**src/rtl/score_scale_acc.sv**
```systemverilog
module score_scale_acc #(
  parameter int DW    = 16,
  parameter int SW    = 16,
  parameter int WW    = 32,
  parameter int OW    = 40,
  parameter int SLOTS = 10,
  parameter int GROUP = 8,
  localparam int SLW  = $clog2(SLOTS),
  localparam int CW   = $clog2(GROUP + 1),
  localparam int PW   = DW + SW
) (
  input  logic                 clk,
  input  logic                 rst_n,
  input  logic                 in_valid,
  input  logic [SLW-1:0]       in_slot,
  input  logic signed [DW-1:0] in_sum,
  input  logic signed [SW-1:0] scale,
  input  logic signed [WW-1:0] weight,
  input  logic                 acc_mode,
  output logic                 busy,
  output logic                 out_valid,
  output logic [SLW-1:0]       out_slot,
  output logic signed [OW-1:0] out_score,
  output logic [SLOTS-1:0]     ready,
  input  logic                 rd_en,
  input  logic [SLW-1:0]       rd_slot,
  output logic signed [OW-1:0] rd_data
);

  logic                 v1, m1;
  logic [SLW-1:0]       s1;
  logic signed [PW-1:0] p1;
  logic signed [WW-1:0] w1;
  logic signed [OW-1:0] score [SLOTS];
  logic [CW-1:0]        cnt   [SLOTS];

  wire en = in_valid | v1;
  assign busy = en;

  wire signed [OW-1:0] term = {{(OW-PW){p1[PW-1]}}, p1} + {{(OW-WW){w1[WW-1]}}, w1};

  always_ff @(posedge clk or negedge rst_n)
    if (!rst_n) begin
      v1        <= 1'b0;
      out_valid <= 1'b0;
    end else begin
      v1        <= in_valid;
      out_valid <= v1 & ~m1;
    end

  always_ff @(posedge clk or negedge rst_n)
    if (!rst_n) begin
      m1        <= 1'b0;
      s1        <= '0;
      p1        <= '0;
      w1        <= '0;
      out_score <= '0;
      out_slot  <= '0;
    end else if (en) begin
      m1 <= acc_mode;
      s1 <= in_slot;
      p1 <= PW'(in_sum) * PW'(scale);
      w1 <= weight;
      if (v1 && !m1) begin
        out_score <= term;
        out_slot  <= s1;
      end
    end

  for (genvar i = 0; i < SLOTS; i++) begin : g_slot
    wire wr = v1 & m1 & (s1 == SLW'(i));
    wire rd = rd_en & (rd_slot == SLW'(i)) & ready[i];
    assign ready[i] = (cnt[i] == CW'(GROUP));

    always_ff @(posedge clk or negedge rst_n)
      if (!rst_n) begin
        score[i] <= '0;
        cnt[i]   <= '0;
      end else if (rd && wr) begin
        score[i] <= term;
        cnt[i]   <= CW'(1);
      end else if (rd) begin
        score[i] <= '0;
        cnt[i]   <= '0;
      end else if (wr && !ready[i]) begin
        score[i] <= score[i] + term;
        cnt[i]   <= cnt[i] + CW'(1);
      end


    cnt_bound_chk: assert property (@(posedge clk) disable iff (!rst_n)
      cnt[i] <= CW'(GROUP));


    rd_clear_chk: assert property (@(posedge clk) disable iff (!rst_n)
      (rd_en && rd_slot == SLW'(i) && ready[i]) |=> (!ready[i] && cnt[i] <= CW'(1)));


    full_hold_chk: assert property (@(posedge clk) disable iff (!rst_n)
      (ready[i] && !(rd_en && rd_slot == SLW'(i))) |=> (ready[i] && $stable(score[i])));


    idle_hold_chk: assert property (@(posedge clk) disable iff (!rst_n)
      (!busy && !v1 && !(rd_en && rd_slot == SLW'(i))) |=> $stable(score[i]));
  end

  assign rd_data = (rd_slot < SLW'(SLOTS)) ? score[rd_slot] : '0;


  gate_hold_chk: assert property (@(posedge clk) disable iff (!rst_n)
    !busy |=> ($stable(out_score) && $stable(out_slot) && !out_valid));


  acc_quiet_chk: assert property (@(posedge clk) disable iff (!rst_n)
    (v1 && m1) |=> !out_valid);


  pass_strobe_chk: assert property (@(posedge clk) disable iff (!rst_n)
    out_valid |-> $past(v1));

endmodule

```
**config.mk**
```make
export PLATFORM = sky130hd
export DESIGN_NAME = score_scale_acc
export DESIGN_NICKNAME = d
export VERILOG_FILES = /design/src/rtl/score_scale_acc.sv
export SDC_FILE = /design/constraint.sdc
export NUM_CORES = 2
export LEC_CHECK = 0
export BUFFER_PORTS_ARGS = -buffer_cell sky130_fd_sc_hd__buf_2
export CAP_MARGIN = 20
export CORE_MARGIN = 4
export CORE_UTILIZATION = 50
export DETAILED_ROUTE_END_ITERATION = 7
export PLACE_DENSITY = 0.66
export SLEW_MARGIN = 40
export SYNTH_ARGS = -nofsm -noshare
export SYNTH_HDL_FRONTEND = slang
export SYNTH_SLANG_ARGS = --single-unit
```
**constraint.sdc**
```tcl
create_clock -name clk -period 12.15 [get_ports clk]
set_input_delay 0.6075 -clock clk [delete_from_list [all_inputs] [get_ports clk]]
set_output_delay 0.6075 -clock clk [all_outputs]
set_load 0.01 [all_outputs]
```
* After elaboration in Yosys (flattened, before gate mapping)
Index checks and enable logic that the tools add are counted.
** Word-level totals
- Register bits :: 548
- Input bits :: 77
- Output and inout port bits :: 96
- Word-level logic and storage cells :: 224
** Operators by class
- $add $sub $neg :: 21
- Multipliers :: 1
- Order comparisons :: 2
- Eq/ne operators :: 28
- Multiplexer cells :: 64
- Bitwise operators :: 35
- Reductions and logical operators :: 45
** Operators with widths (number)
- 40-bit two-way mux :: 33
- 40-bit by 33-bit adder with 40-bit output :: 10
- 40-bit binary-select mux with 4-bit select :: 1
- 4-bit two-way mux :: 30
- 4-bit == test (second input constant) :: 14
- 4-bit by 1-bit adder with 4-bit output (second input constant) :: 10
- 32-bit by 32-bit adder with 33-bit output :: 1
- 1-bit AND :: 32
- 4-bit by 3-bit == test with 1-bit output (second input constant) :: 8
- 16-bit by 16-bit multiplier with 32-bit output :: 1
- 3-bit nonzero test :: 10
- 1-bit logical AND :: 21
- 4-bit by 2-bit == test with 1-bit output (second input constant) :: 4
- 1-bit zero test :: 11
- 4-bit by 1-bit == test with 1-bit output (second input constant) :: 2
- 4-bit zero test :: 2
- 5-bit greater-or-equal comparator (second input constant) :: 1
- 4-bit inverter with 5-bit output :: 1
- 4-bit less-than comparator (second input constant) :: 1
- 2-bit AND reduction :: 1
- 1-bit inverter :: 1
- 1-bit bitwise OR :: 1

* Depth between registers and ports, before layout
- Depth in word-level cells :: 6
- Gate-level depth with buffers :: 28
- Mapped depth without buffers :: 27

* Least setup slack after synthesis
Ideal clock, no wire load.
- Path type :: input to register
- From :: input in_sum[10]
- To :: register p1[29]
- Setup time :: 95 ps
- Data arrival time :: 6250 ps
- Required time :: 12055 ps
- Setup slack :: 5804 ps
- Cell stages on the path :: 22
- Path buffers :: 1
- Cell sequence :: clkbuf_1 nand2_1 fa_1 fa_1 fa_1 fa_1 inv_1 fa_1 fa_1 ha_1 and3_1 a211oi_1 o21ai_0 a31oi_1 nor2_1 a21oi_1 o31ai_1 o41ai_2 nor2b_1 o21a_1 o21a_1 o31ai_1
** On the way
- Longest elaborated chain between the ends :: 1
** RTL lines
- start, declared :: line 16 : input logic signed [DW-1:0] in_sum,
- 16-bit by 16-bit multiplier with 32-bit output :: line 62 : p1 <= PW'(in_sum) * PW'(scale);
- end signal, assigned :: line 62
- end, declared :: line 32 : logic signed [PW-1:0] p1;
No other way between the ends.
A chain may end at the register's enable or synchronous reset.

* Worst setup path in the final report
- From :: register p1[1]
- To :: register score[156] in the netlist's numbering
** On the way
- Longest elaborated chain between the ends :: 5
** RTL lines
- 32-bit by 32-bit adder with 33-bit output :: line 40 : wire signed [OW-1:0] term = {{(OW-PW){p1[PW-1]}}, p1} + {{(OW-WW){w1[WW-1]}}, w1};
- net term[7] :: line 40
- 40-bit by 33-bit adder with 40-bit output :: line 86 : score[i] <= score[i] + term;
- 40-bit two-way mux :: line 85 : end else if (wr && !ready[i]) begin
- 40-bit two-way mux :: line 82 : end else if (rd) begin
- 40-bit two-way mux :: line 79 : end else if (rd && wr) begin
- end signal, assigned by index :: line 80 : score[i] <= term;
- end signal, assigned by index :: line 86
- end, declared :: line 34 : logic signed [OW-1:0] score [SLOTS];
The timed path passes the listed nets, and every way through them passes these cells. The select of a mux whose other input is x is not followed.

==> results_dict.tcl <==
set metrics [dict create \
    worst_pin_slew_ps 971 \
    cpPeakStageDelay_ps 760 \
    synth_top_area_share_pct 24.0 \
    cp.required_ps 12680 \
    final_common_cell "a21oi_1" \
    std_cell_rows 123 \
    clkTransAtPathRegs_ps 60 \
    use_met3_pct 9.14 \
    syn_area_sq_mm 0.0572 \
    yosysUniqueCellTypes 106 \
    dpl.hpwl_um 162000 \
    tns_ps 0 \
    antenna_left 0 \
    drt_pass1_iterations 8 \
    die_h_um 346 \
    pre_cts_ws_ps 5000 \
    relSlewSlack_pct 35.2 \
    avgSynthCellArea_sq_um 8.57 \
    critical_path_arrival_ps 7790 \
    track_usage_pct 34.8 \
    vias_per_cell 6.38 \
    crit_fanout 10 \
    synth_nets 7539 \
    num_io_pins 173 \
    setup_viol 0 \
    cp-start-kind "flip-flop" \
    crit_path_cell_trace "ha_1 -> a21o_1 -> a21oi_1 -> o21bai_1 -> a21oi_1 -> o21ai_0 -> a21oi_1 -> xor2_2 -> buf_4 -> clkinv_1 -> ha_1 -> o21a_1 -> o21ai_0 -> o21ba_2 -> a311oi_1 -> o31ai_2 -> a41oi_2 -> nor3_2 -> a2111oi_4 -> a21oi_1 -> xnor2_1 -> a211oi_1" \
    cts_root_buf "clkbuf_16" \
    cts_sinks 548 \
    synth_flop_cell "dfrtp_1" \
    critPathTopFamily "compound AO/OA/AOI/OAI gates" \
    period_minus_slack_ps 7270 \
    drt-initial-drc-count 5606 \
    seq_area_frac_synth_pct 24.0 \
    use_met2_pct 51.3 \
    fill_cells 10500 \
    insertion_delay_ps 660 \
    first_global_vias 50200 \
    htreeDepth 3 \
    post-route-util_pct 55.4 \
    cp_common_cell "a21oi_1" \
    dieArea_sq_mm 0.120 \
    cp-end-kind "flip-flop" \
    wl_per_cell_um 25.9 \
    die_w_um 346 \
    drc 0 \
    ys_ff_latch 548 \
    outcome "finished clean" \
    max_freq_mhz 138 \
    worst_slack_ps 4880 \
    busiest_layer "met2" \
    max_cap_violations 0 \
    syn_inst 6665 \
    path_class "flip-flop to flip-flop" \
    coreArea_sq_mm 0.113 \
    met1_usage_pct 48.4 \
    min_path_type "input port to flip-flop" \
    period_share_pct 59.8 \
    finalMaxSlewViolations 0 \
    synth-async-reset-ratio_pct 100 \
    ys_warn_count 0 \
    cts_buffer_depth 3 \
    wl_um 215000 \
    grt_start_max_net_pins 91 \
    syn_to_final_growth_pct 9.52 \
    final_cell_mix "a21oi_1 (722), nor2_1 (585), nand2_1 (583)" \
    rsz0062_at_grt "no" \
    fin_nets 7618 \
    drive_gt1_share_pct 10.6 \
    hold_viol_final 0 \
    antenna_found_initial 19 \
    initial_core_util_pct 50.6 \
    grt_pass1_wl_um 319000 \
    overflow 0 \
    synth_area_leaders "dfrtp_1 (24%), ha_1 (11%), fa_1 (9.6%)" \
    io_buffers 172 \
    yosysTopAreaCell "dfrtp_1" \
    cts_tree "done" \
    cts-buffers-inserted 72 \
    vias 52900 \
    critPathSlowestCell "clkinv_1" \
    fin_skew_ps 47.9 \
    place.gp.congestion 0.995 \
    path_buf_inv 2 \
    synth_edf_count 0 \
]
## path summary, 6_finish.rpt
check / start / endpoint / slack (ps) / depth (start not counted)
worst max register to register: p1[1] / score[156] / 4880 / 22
min in group asynchronous: rst_n / score[34] / 450 / 2
worst max-delay path: p1[1] / score[156] / 4880 / 22
worst min register to register: p1[0] / p1[0] / 470 / 2
max in group asynchronous: rst_n / w1[29] / 9650 / 5
worst min-delay path: in_valid / v1 / 140 / 1
## cells in the mapped netlist, types with 10 or more instances
master,instances
a211o_1,12
mux4_2,80
o21bai_1,56
a22o_1,14
mux2_2,92
a21oi_1,722
or2_2,13
ha_1,524
a21o_1,246
o211ai_1,29
a22oi_1,32
and2_1,143
mux2i_1,16
inv_1,457
buf_4,10
buf_1,23
xnor2_1,229
nor2_1,595
o221ai_1,36
nor4_1,11
nor3b_1,12
nor3_1,84
fa_1,273
o21ai_0,340
nor2b_1,53
nand4_1,54
and3_1,52
a31o_2,10
clkbuf_1,263
nand2b_1,72
a31oi_1,54
o21ai_1,50
o22a_1,35
o21a_1,95
o31ai_1,28
nand3_1,99
o22ai_1,107
a211oi_1,39
nand2_1,589
dfrtp_1,548
or3_1,25
xor2_1,179
a221oi_1,68
## sequential cells by signal (all words and copies together) (netlist names)
signal and count:
m1 1, p1 32, v1 1, out_valid 1, w1 32, score 400
cnt 40, s1 4, out_slot 4, out_score 33
## layout make-up
| cell class | instances | area, sq um | share of cell area (%) |
|---|---|---|---|
| Inverter | 464 | 1740 | 2.78 |
| Sequential cell | 548 | 13700 | 21.9 |
| Tap cell | 1500 | 1880 | 3.00 |
| Clock inverter | 28 | 424 | 0.678 |
| Timing Repair Buffer | 310 | 1980 | 3.16 |
| Clock buffer | 92 | 1990 | 3.17 |
| Multi-Input combinational cell | 5348 | 40900 | 65.3 |
| Antenna cell | 7 | 17.5 | 0.0280 |
## kinds of logic (layout without fill, tap and decap cells)
group           count (synthesis)  in the layout  share of synthesized area, %
fa+ha+maj                     797            797                          21.0
buf+inv                       769            894                          5.14
flops                         548            548                          24.0
simple gates                 1843           1843                          14.8
other cells                     0              7                             0
mux                           189            189                          5.27
compound gates               2107           2107                          23.4
xor+xnor                      412            412                          6.37
## repair_timing
| item | in CTS | in global routing |
|---|---|---|
| buffers inserted | 0 | 0 |
| hold buffers | 0 | 1 |
| resized for setup | 0 | 0 |
| endpoints found under the hold margin | 0 | 36 |
| endpoints found under the setup margin | 0 | 0 |
## per-stage QoR
stage	instance area, sq um	std cells	hold WS [ps]
3_3_place_gp	60000	8163	457
3_5_place_dp	60000	8166	463
5_1_grt	62600	8292	130
6_report	62600	8297	145
4_1_cts	62500	8286	30.7
2_1_floorplan	57200	6665	312
## per-layer routing
layer	part of all wire, %	wire, um
met1	41	88500
met2	42	89900
met3	12	25800
met4	4.9	10500
met5	0.032	68
Power is left out: the tool's default activity adds up to more than one toggle a clock period on the data nets, which glitch-free logic cannot reach.
